`config.mk`:
```
export PLATFORM = sky130hd
export DESIGN_NAME = minsel_top
export DESIGN_NICKNAME = d
export VERILOG_FILES = /design/src/rtl/minsel_pkg.sv /design/src/rtl/minsel_delay.sv /design/src/rtl/minsel_stage.sv /design/src/rtl/minsel_gates.sv /design/src/rtl/minsel_top.sv
export SDC_FILE = /design/constraint.sdc
export NUM_CORES = 1
export LEC_CHECK = 0
export BUFFER_PORTS_ARGS = -buffer_cell sky130_fd_sc_hd__buf_2
export CORE_ASPECT_RATIO = 0.5
export CORE_MARGIN = 2
export CORE_UTILIZATION = 53
export CTS_CLUSTER_DIAMETER = 200
export DETAILED_ROUTE_END_ITERATION = 10
export GPL_TIMING_DRIVEN = 1
export PLACE_DENSITY_LB_ADDON = 0.1
export RECOVER_POWER = 100
export SLEW_MARGIN = 30
export SYNTH_ARGS = -nofsm -noshare
export SYNTH_HDL_FRONTEND = slang
export SYNTH_HIERARCHICAL = 1
export SYNTH_SLANG_ARGS = --single-unit
export TNS_END_PERCENT = 20
```
`constraint.sdc`:
```
create_clock -name clk -period 2.3 [get_ports clk]
set_clock_uncertainty 0.1 [all_clocks]
set_input_delay 0.46 -clock clk [delete_from_list [all_inputs] [get_ports clk]]
set_output_delay 0.46 -clock clk [all_outputs]
set_load 0.02 [all_outputs]
```
`src/rtl/minsel_pkg.sv`:
```
// Package: shared sizing for the minimum-cost selector.
// Assumes three inverter legs, so there are 2^3 switching states.
package minsel_pkg;
    parameter int NUM_STATES = 8;
    localparam int STATE_W    = $clog2(NUM_STATES);
    localparam int NUM_STAGES = NUM_STATES - 1;
    localparam int NUM_LEGS   = STATE_W;
    localparam int GATE_W     = 2 * NUM_LEGS;
    localparam int PIPE_LAT   = NUM_STAGES + 1;
endpackage

```
`src/rtl/minsel_delay.sv`:
```
// Module: fixed-length register delay for one cost word.
// It aligns a later cost with the pipeline stage that consumes it.
// Assumes DEPTH >= 1.
module minsel_delay #(
    parameter int WIDTH = 16,
    parameter int DEPTH = 1
) (
    input  logic             clk,
    input  logic             rst_n,
    input  logic [WIDTH-1:0] d_in,
    output logic [WIDTH-1:0] d_out
);
    logic [WIDTH-1:0] sh [DEPTH];

    // Shift the word one slot per clock; cleared by reset.
    always_ff @(posedge clk) begin
        if (!rst_n) begin
            for (int m = 0; m < DEPTH; m++) sh[m] <= '0;
        end else begin
            sh[0] <= d_in;
            for (int m = 1; m < DEPTH; m++) sh[m] <= sh[m-1];
        end
    end

    assign d_out = sh[DEPTH-1];
endmodule

```
`src/rtl/minsel_stage.sv`:
```
// Module: one compare-and-select pipeline stage.
// The candidate replaces the running minimum only when it is strictly
// smaller, so on a tie the earlier state is kept.
// A single decision bit steers both the cost mux and the state mux.
module minsel_stage #(
    parameter int COST_W = 16,
    parameter int ST_W   = 3,
    parameter int IDX    = 1
) (
    input  logic              clk,
    input  logic              rst_n,
    input  logic              vld_i,
    input  logic [COST_W-1:0] run_i,
    input  logic [ST_W-1:0]   st_i,
    input  logic [COST_W-1:0] cand_i,
    output logic              vld_o,
    output logic [COST_W-1:0] run_o,
    output logic [ST_W-1:0]   st_o
);
    localparam logic [ST_W-1:0] IDX_CODE = ST_W'(IDX);

    logic take;

    // Decision bit: the candidate beats the running minimum.
    always_comb take = (cand_i < run_i);

    // Register the selected cost, the matching state and the valid flag.
    always_ff @(posedge clk) begin
        if (!rst_n) begin
            vld_o <= 1'b0;
            run_o <= '0;
            st_o  <= '0;
        end else begin
            vld_o <= vld_i;
            run_o <= take ? cand_i : run_i;
            st_o  <= take ? IDX_CODE : st_i;
        end
    end

    AST_STAGE_NOT_ABOVE: assert property (@(posedge clk) disable iff (!rst_n)
        vld_i |=> (run_o <= $past(run_i)) && (run_o <= $past(cand_i)));
    AST_STAGE_TIE_KEEP: assert property (@(posedge clk) disable iff (!rst_n)
        (vld_i && (cand_i == run_i)) |=> (st_o == $past(st_i)));
endmodule

```
`src/rtl/minsel_gates.sv`:
```
// Module: result register and gate slicer.
// Loads the winner only when a result arrives and holds it otherwise.
// Each state bit drives the upper switch of its leg; the lower switch
// gets the complement. Reset leaves every switch off.
module minsel_gates
    import minsel_pkg::*;
#(
    parameter int COST_W = 16
) (
    input  logic               clk,
    input  logic               rst_n,
    input  logic               vld_i,
    input  logic [COST_W-1:0]  run_i,
    input  logic [STATE_W-1:0] st_i,
    output logic [COST_W-1:0]  g_min_o,
    output logic [STATE_W-1:0] s_opt_o,
    output logic [GATE_W-1:0]  gate_o,
    output logic [STATE_W-1:0] index_o,
    output logic               vld_o
);
    logic [GATE_W-1:0]  gate_nx;
    logic [STATE_W-1:0] index_nx;

    // Split the state into leg commands and weight its bits into the index.
    always_comb begin
        index_nx = '0;
        for (int l = 0; l < NUM_LEGS; l++) begin
            gate_nx[2*l]   =  st_i[NUM_LEGS-1-l];
            gate_nx[2*l+1] = ~st_i[NUM_LEGS-1-l];
            index_nx = index_nx + (STATE_W'(st_i[NUM_LEGS-1-l]) << (NUM_LEGS-1-l));
        end
    end

    // Capture the result on a valid cycle; hold it otherwise.
    always_ff @(posedge clk) begin
        if (!rst_n) begin
            g_min_o <= '0;
            s_opt_o <= '0;
            gate_o  <= '0;
            index_o <= '0;
            vld_o   <= 1'b0;
        end else begin
            vld_o <= vld_i;
            if (vld_i) begin
                g_min_o <= run_i;
                s_opt_o <= st_i;
                gate_o  <= gate_nx;
                index_o <= index_nx;
            end
        end
    end

    AST_GATE_COMPL: assert property (@(posedge clk) disable iff (!rst_n)
        vld_o |-> ((gate_o[1] == !gate_o[0]) && (gate_o[3] == !gate_o[2])
                   && (gate_o[5] == !gate_o[4])));
    AST_UPPER_MAP: assert property (@(posedge clk) disable iff (!rst_n)
        vld_o |-> ({gate_o[0], gate_o[2], gate_o[4]} == s_opt_o));
    AST_INDEX_MAP: assert property (@(posedge clk) disable iff (!rst_n)
        vld_o |-> (index_o == {gate_o[0], gate_o[2], gate_o[4]}));
    AST_HOLD_IDLE: assert property (@(posedge clk) disable iff (!rst_n)
        !vld_i |=> ($stable(gate_o) && $stable(s_opt_o) && $stable(g_min_o)));
    AST_VALID_SRC: assert property (@(posedge clk) disable iff (!rst_n)
        vld_o |-> $past(vld_i));
endmodule

```
`src/rtl/minsel_top.sv`:
```
// Module: minimum-cost switching state selector.
// Cost 0 seeds the chain. Stage k compares cost k+1, delayed by k cycles
// so that it meets its stage in step with the running minimum.
// Latency is PIPE_LAT cycles, and a new set can enter every cycle.
module minsel_top
    import minsel_pkg::*;
#(
    parameter int COST_W = 16
) (
    input  logic                         clk,
    input  logic                         rst_n,
    input  logic [NUM_STATES*COST_W-1:0] cost_in,
    input  logic                         in_valid,
    output logic [COST_W-1:0]            g_min,
    output logic [STATE_W-1:0]           s_opt,
    output logic [GATE_W-1:0]            gate,
    output logic [STATE_W-1:0]           index,
    output logic                         out_valid
);
    logic              vld_p [NUM_STAGES+1];
    logic [COST_W-1:0] run_p [NUM_STAGES+1];
    logic [STATE_W-1:0] st_p [NUM_STAGES+1];
    logic [COST_W-1:0] cand  [NUM_STAGES];

    assign vld_p[0] = in_valid;
    assign run_p[0] = cost_in[COST_W-1:0];
    assign st_p[0]  = '0;

    for (genvar k = 0; k < NUM_STAGES; k++) begin : g_chain
        if (k == 0) begin : g_direct
            assign cand[k] = cost_in[COST_W +: COST_W];
        end else begin : g_delayed
            minsel_delay #(.WIDTH(COST_W), .DEPTH(k)) dly_i (
                .clk   (clk),
                .rst_n (rst_n),
                .d_in  (cost_in[(k+1)*COST_W +: COST_W]),
                .d_out (cand[k])
            );
        end

        minsel_stage #(.COST_W(COST_W), .ST_W(STATE_W), .IDX(k+1)) stg_i (
            .clk    (clk),
            .rst_n  (rst_n),
            .vld_i  (vld_p[k]),
            .run_i  (run_p[k]),
            .st_i   (st_p[k]),
            .cand_i (cand[k]),
            .vld_o  (vld_p[k+1]),
            .run_o  (run_p[k+1]),
            .st_o   (st_p[k+1])
        );
    end

    minsel_gates #(.COST_W(COST_W)) out_i (
        .clk     (clk),
        .rst_n   (rst_n),
        .vld_i   (vld_p[NUM_STAGES]),
        .run_i   (run_p[NUM_STAGES]),
        .st_i    (st_p[NUM_STAGES]),
        .g_min_o (g_min),
        .s_opt_o (s_opt),
        .gate_o  (gate),
        .index_o (index),
        .vld_o   (out_valid)
    );
endmodule

```
==> results of run 1 <==
==> registers in the layout, indices dropped and copies added, names as in the netlist <==
signal                      cells
g_chain.g_delayed.dly_i/sh    336
g_chain.stg_i/run_o           112
g_chain.stg_i/st_o             21
out_i/g_min_o                  16
g_chain.stg_i/vld_o             7
out_i/gate_o                    4
out_i/s_opt_o                   2
out_i/vld_o                     1
==> stage by stage <==
stage	setup TNS [ps]	utilization (%)	instances
2_1_floorplan	0	-	1729
3_3_place_gp	-8390	57.4	2303
5_1_grt	-6950	64.6	2430
4_1_cts	-62.0	64.6	2423
3_5_place_dp	-14110	57.4	2303
6_report	-124	64.6	2430
==> path summary, 6_finish.rpt <==
check | to | slack [ps] | cells after the start
worst min-delay path | g_chain[1].g_delayed.dly_i/sh[0][13] | 30 | 2
worst max-delay path | g_chain[2].stg_i/run_o[10] | -40 | 8
worst max register to register | g_chain[2].stg_i/run_o[10] | -40 | 8
worst min register to register | g_chain[6].g_delayed.dly_i/sh[0][45] | 330 | 1
==> cell type report <==
type | instances | share of cell area, %
clock buffer | 60 | 5.49
timing repair buffer | 282 | 8.05
inverter | 112 | 1.88
multi-input combinational | 984 | 35.3
sequential | 499 | 45.0
tap | 475 | 2.66
clock inverter | 18 | 1.61
==> routing by layer <==
layer	global-route usage, %	wire, um
met1	24.3	16200
met2	32.6	16700
met5	0	0
met3	3.23	973
met4	5.09	618
==> power groups by stage <==
stage	logic, mW	clock network [mW]	registers, mW
finish	2.39	7.98	9.19
global route	2.61	8.56	9.22
CTS	2.36	8.22	9.19
detailed placement	1.99	0	9.38
global placement	1.94	0	9.37
floorplan	1.51	0	9.28
==> cells by family (layout without fill, tap and decap cells) <==
family	Yosys count	in the layout	synth area share, %
adder cells (fa/ha/maj)	105	105	7.02
AO/OA/AOI/OAI	93	93	4.64
buffers and inverters	246	472	7.48
other	1	3	0.0200
flip-flops	499	499	53.4
multiplexers	131	131	7.01
AND/OR/NAND/NOR	652	652	20.4
==> critical path: cells and delay by family, from the launching register on <==
family	cells	cell delay (ps)
buffers and inverters	2	310
adder cells (fa/ha/maj)	1	210
multiplexers	1	280
flip-flops	1	340
AO/OA/AOI/OAI	4	1000
==> cells in the mapped netlist, types with 8 or more instances <==
library cell    n
a2111oi_1      14
a21o_1         21
a21oi_1        15
and2_1        165
and2_2        186
buf_12          8
buf_4          61
buf_6          10
clkbuf_1       30
clkbuf_2       19
dfxtp_1       499
ha_1          105
inv_1         112
mux2i_1       131
nand2_1       227
nand4_1        21
nor2b_1        26
o21a_1         12
o21ai_0         8
==> timing repair <==
action | in CTS | in global routing
pin swaps | 45 | 18
gates cloned | 4 | 0
hold endpoints to repair | 27 | 1
buffers inserted | 12 | 7
gates resized for setup | 123 | 52
setup endpoints to repair | 101 | 98
hold buffers | 27 | 1
==> flow_summary_export.csv, run 1 <==
group,metric,value,unit
synthesis,syn_area,0.0187,sq mm
detailed_routing,wire_per_inst,14.2,um
detailed_routing,dr.pass1.iters,4,
global_routing,antenna_found_initial,0,
detailed_routing,drt_first_iter_violations,510,
timing,finalWorstSetupSlack,-36.2,ps
die,core_area,0.0346,sq mm
critical_path,timing.rr.start,"g_chain[1].stg_i/run_o[9]",
pwr,cellPowerDensity,875,mW/mm^2
pwr,power_frac_clock,40.8,%
die,initial_core_util,54.1,%
synthesis,ys.flop_type,"dfxtp_1",
timing,whs,28.2,ps
final_layout,final_common_cell,"dfxtp_1",
global_routing,grt_first_pass_wirelength,55700,um
critical_path,cpPeakStageDelay,390,ps
clock_network,cts_sinks,499,
pwr,p_sw,4.35,mW
pwr,pwr-share-seq,47.0,%
pwr,p_comb_share,12.2,%
clock_network,cts-root-buf,"clkbuf_16",
critical_path,startpoint,"g_chain[1].stg_i/run_o[9]",
critical_path,start_kind,"flop",
die,die_w,270,um
clock_network,cts_buffer_depth,3,
pwr,internal-power,15.2,mW
synthesis,post_synth.cell_area_avg,10.8,sq um
detailed_routing,drc,0,
outcome,violations,"capacitance limit, slew limit, setup timing",
global_routing,grt_max_degree,105,
outcome,outcome,"complete, but fails checks",
synthesis,syn_inst,1727,
synthesis,synth_area_leaders,"dfxtp_1 53%, and2_2 7.5%, ha_1 7.0%, mux2i_1 7.0%, and2_1 5.5%",
final_layout,ff_latch_area,0.0101,sq mm
pwr,ir_worst_vdd,0.000596,V
pwr,total_leakage_power,9.45,nW
clock_network,cts_buffers,42,
clock_network,clk_pin_slew_worst_paths,70,ps
timing,tightestPinTransition,1630,ps
timing,report.final.slew_viol_count,141,
timing,period_share,102,%
final_layout,multi_input_area,0.00790,sq mm
final_layout,fillers,2803,
critical_path,crit_fanout,4,
synthesis,synth_cell_types,32,
place,portBuffers,159,
final_layout,area.growth.synth_to_final,19.5,%
detailed_routing,viasPerCell,4.65,
synthesis,yosysTopAreaCell,"dfxtp_1",
die,dieArea,0.0369,sq mm
final_layout,fin_area,0.0224,sq mm
hold_path,hold_path.startpoint,"cost_in[45]",
critical_path,path_class,"flop to flop",
synthesis,async_flop_share,0,%
place,place_area,0.0198,sq mm
die,num_rows,48,
synthesis,ys_ff_latch,499,
timing,hold_viol,0,
timing,finalCriticalPeriod,2340,ps
detailed_routing,vias,11300,
timing,slew_headroom,-8.83,%
die,die_y,137,um
clock_network,cts_tree,"done",
final_layout,num_antenna_cells,0,
final_layout,nets,2157,
synthesis,ys_warn_count,6,
detailed_routing,routed_wirelength,34500,um
place,place_congestion,0.846,
critical_path,crit_path_top_delay_cell,"a2111oi_4",
synthesis,ys_seq_area_share,53.4,%
detailed_routing,ant_nets,0,
place,dp_worst_setup_slack,-316,ps
flow_run,maxCapViolations,2,
synthesis,synth_edf_count,0,
timing,fmaxAchievable,428,MHz
global_routing,gr-total-overflow,0,
timing,setup_viol,6,
global_routing,grtUsageTotal,18.7,%
hold_path,hold_path_class,"input port to flop",
final_layout,final_cell_mix,"447 x dfxtp_1, 227 x nand2_1, 186 x and2_2",
timing,rsz0062_at_grt,"true",
die,io_pins,160,
critical_path,cp_cell_sequence,"inv_2, ha_4, a21o_1, a221oi_2, o211ai_1, a2111oi_4, clkbuf_4, mux2i_4",
critical_path,crit_arrival,2690,ps
critical_path,critPathRequiredTime,2650,ps
clock_network,worst_skew_pair.late_latency,550,ps
critical_path,critPathCaptureType,"flop",
clock_network,htreeDepth,2,
synthesis,yosysTopAreaCellShare,53.4,%
global_routing,grt_pass1_vias,11364,
place,dp_hpwl,24700,um
final_layout,drive_gt1_share,31.9,%
pwr,power,19.6,mW
pwr,swShare,22.3,%
(Power assumes the default switching activity.)
==> run 2: changes to the inputs <==
--- a/config.mk
+++ b/config.mk
@@ -5,11 +5,12 @@
 export SDC_FILE = /design/constraint.sdc
 export NUM_CORES = 1
 export LEC_CHECK = 0
+export ABC_AREA = 1
 export BUFFER_PORTS_ARGS = -buffer_cell sky130_fd_sc_hd__buf_2
 export CORE_ASPECT_RATIO = 0.5
 export CORE_MARGIN = 2
-export CORE_UTILIZATION = 53
-export CTS_CLUSTER_DIAMETER = 200
+export CORE_UTILIZATION = 54
+export CTS_CLUSTER_DIAMETER = 120
 export DETAILED_ROUTE_END_ITERATION = 10
 export GPL_TIMING_DRIVEN = 1
 export PLACE_DENSITY_LB_ADDON = 0.1
==> run 2 against run 1 <==
The run ends with capacitance limit, slew limit left. Critical path depth increased by 1. Non-clock buffer count decreased by 8. First-iteration DRC count increased by 23%. Clock power decreased by 9.6%. Design area increased by 1.7%. Fmax increased by 14%. Sequential power increased by 6.4%. Critical path type unchanged. Largest cell class unchanged. Largest power group unchanged.
==> flow_summary_export.csv, run 2 <==
group,metric,value,unit
synthesis,synth_cell_types,30,
synthesis,ys_ff_latch,499,
synthesis,ys_warn_count,6,
final_layout,top_regs,"g_chain.g_delayed.dly_i/sh (336), g_chain.stg_i/run_o (112), g_chain.stg_i/st_o (21)",
timing,fmaxAchievable,488,MHz
detailed_routing,routed_wirelength,34300,um
final_layout,largest_register_ffs,336,
die,core_area,0.0372,sq mm
critical_path,start_kind,"flop",
outcome,violations,"capacitance limit, slew limit",
die,io_pins,160,
synthesis,yosysTopAreaCellShare,49.4,%
synthesis,synth_edf_count,0,
synthesis,async_flop_share,0,%
synthesis,ys.flop_type,"dfxtp_1",
synthesis,ys_seq_area_share,49.4,%
final_layout,drive_gt1_share,12.7,%
die,initial_core_util,54.4,%
final_layout,nets,2883,
final_layout,final_cell_mix,"594 x inv_1, 564 x nand2_1, 499 x dfxtp_1",
timing,rsz0062_at_grt,"false",
place,place_congestion,0.834,
pwr,ir_worst_vdd,0.000564,V
clock_network,htreeDepth,2,
timing,slew_headroom,-2.37,%
global_routing,grtUsageTotal,17.4,%
clock_network,cts_tree,"done",
critical_path,critPathBufInv,2,
clock_network,cts_buffer_depth,3,
final_layout,fillers,3352,
critical_path,cpLargestDelayFamily,"simple AND/OR/NAND/NOR gates",
detailed_routing,dr.pass1.iters,4,
detailed_routing,vias,13849,
timing,finalCriticalPeriod,2050,ps
timing,whs,26.7,ps
detailed_routing,ant_nets,0,
place,dp_hpwl,23400,um
synthesis,synth_commonest_cells,"594 x inv_1, 552 x nand2_1, 499 x dfxtp_1",
final_layout,area.growth.synth_to_final,12.4,%
clock_network,clk_pin_slew_worst_paths,70,ps
synthesis,yosysTopAreaCell,"dfxtp_1",
critical_path,critPathCaptureType,"flop",
hold_path,hold_path.startpoint,"cost_in[70]",
die,die_w,278,um
clock_network,cts_buffers,43,
pwr,cellPowerDensity,951,mW/mm^2
timing,tightestPinTransition,1540,ps
critical_path,cp_cell_sequence,"inv_1, ha_1, a21oi_1, o21ai_1, nor2_4, clkbuf_2, nand3_1, nand2_1, nor2_1",
critical_path,crit_path_top_delay_cell,"dfxtp_1",
timing,hold_viol,0,
critical_path,crit_fanout,12,
detailed_routing,drc,0,
outcome,outcome,"complete, but fails checks",
critical_path,timing.rr.start,"g_chain[4].stg_i/run_o[15]",
final_layout,largest_register,"g_chain.g_delayed.dly_i/sh",
clock_network,cts-root-buf,"clkbuf_16",
synthesis,synth_most_common_cell,"inv_1",
timing,report.final.slew_viol_count,25,
critical_path,critPathRequiredTime,2630,ps
critical_path,path_class,"flop to flop",
hold_path,hold_path_class,"input port to flop",
global_routing,grt_first_pass_wirelength,56900,um
synthesis,post_synth.cell_area_avg,8.17,sq um
critical_path,crit_arrival,2380,ps
global_routing,grt_max_degree,102,
synthesis,syn_area,0.0202,sq mm
clock_network,cts.repair.resized,0,
synthesis,syn_inst,2478,
die,num_rows,50,
flow_run,maxCapViolations,1,
timing,period_share,89.1,%
clock_network,worst_skew_pair.late_latency,550,ps
detailed_routing,viasPerCell,4.37,
timing,setup_viol,0,
critical_path,cpPeakStageDelay,380,ps
global_routing,antenna_found_initial,1,
synthesis,synth_area_leaders,"dfxtp_1 49%, inv_1 11%, nand2_1 10%, ha_1 6.5%, buf_6 3.1%",
die,dieArea,0.0391,sq mm
critical_path,startpoint,"g_chain[4].stg_i/run_o[15]",
die,die_y,141,um
clock_network,cts_sinks,499,
final_layout,num_antenna_cells,0,
timing,setup_tns,0,ps
place,portBuffers,159,
final_layout,final_common_cell,"inv_1",
pwr,total_leakage_power,13.0,nW
global_routing,grt_pass1_vias,12530,
detailed_routing,drt_first_iter_violations,627,
global_routing,gr-total-overflow,0,
detailed_routing,wire_per_inst,10.8,um
[run 2: cell types whose count changed after synthesis, moves of 108 or more]
cell	before	now
inv_1	112	594
a21oi_1	15	123
nand2_1	227	552
mux2i_1	131	0
and2_1	165	0
and2_2	186	0
nor2_1	3	162
[run 2: timing repair]
item                       in CTS  in global routing
setup buffers                   0                  0
setup endpoints to repair       0                  0
hold buffers                   95                  0
hold endpoints to repair       95                  0
[run 2: cell type report]
cell class	count	area, sq um	share of cell area (%)
Sequential cell	499	9990	43.9
Clock inverter	14	188	0.825
Timing Repair Buffer	274	2030	8.91
Inverter	622	2330	10.3
Clock buffer	60	1220	5.37
Multi-Input combinational cell	1207	6360	28.0
Tap cell	494	618	2.72
[run 2: layer usage]
layer / share of wire, % / vias up / global-route usage (%) / wire, um
met5: 0.047 / - / 0 / 16
met4: 1.8 / 2 / 4.92 / 609
met3: 3.3 / 54 / 3.45 / 1150
met2: 47 / 143 / 30.1 / 16300
met1: 47 / 6143 / 22.1 / 16200
li1: - / 7507 / - / -
[run 2: where the power goes]
part | internal (mW) | switching (mW)
registers | 9.39 | 0.392
clock network | 4.16 | 3.05
logic | 1.85 | 2.77
total | 15.4 | 6.21
[run 2: through the flow]
| stage | setup slack, ps | util, % | cells | area (sq um) | power, mW |
|---|---|---|---|---|---|
| finish | 250 | 61.2 | 3170 | 22700 | 21.6 |
| floorplan | 517 | - | 2480 | 20200 | 14.1 |
| detailed placement | 227 | 55.1 | 3001 | 20500 | 14.5 |
| global placement | 242 | 55.1 | 3001 | 20500 | 14.4 |
| CTS | 317 | 61.5 | 3170 | 22900 | 21.9 |
| global route | 86.8 | 61.2 | 3170 | 22700 | 23.1 |
[run 2: cell families after synthesis]
family | synth area share [%]
AND/OR/NAND/NOR | 19.4
flip-flops | 49.4
buffers and inverters | 18.9
other | 0.0185
AO/OA/AOI/OAI | 5.87
adder cells (fa/ha/maj) | 6.49
[run 2: worst paths after layout]
check / to / cells past startpoint / slack, ps
setup / recovery: g_chain[5].stg_i/run_o[12] / 9 / 250
hold / removal: g_chain[3].g_delayed.dly_i/sh[0][6] / 3 / 30
setup reg to reg: g_chain[5].stg_i/run_o[12] / 9 / 250
hold reg to reg: g_chain[2].g_delayed.dly_i/sh[0][30] / 2 / 310
[run 2: tightest hold or removal path: stages]
cell and delay, ps:
buf_2 80, nand2_1 60, inv_1 60
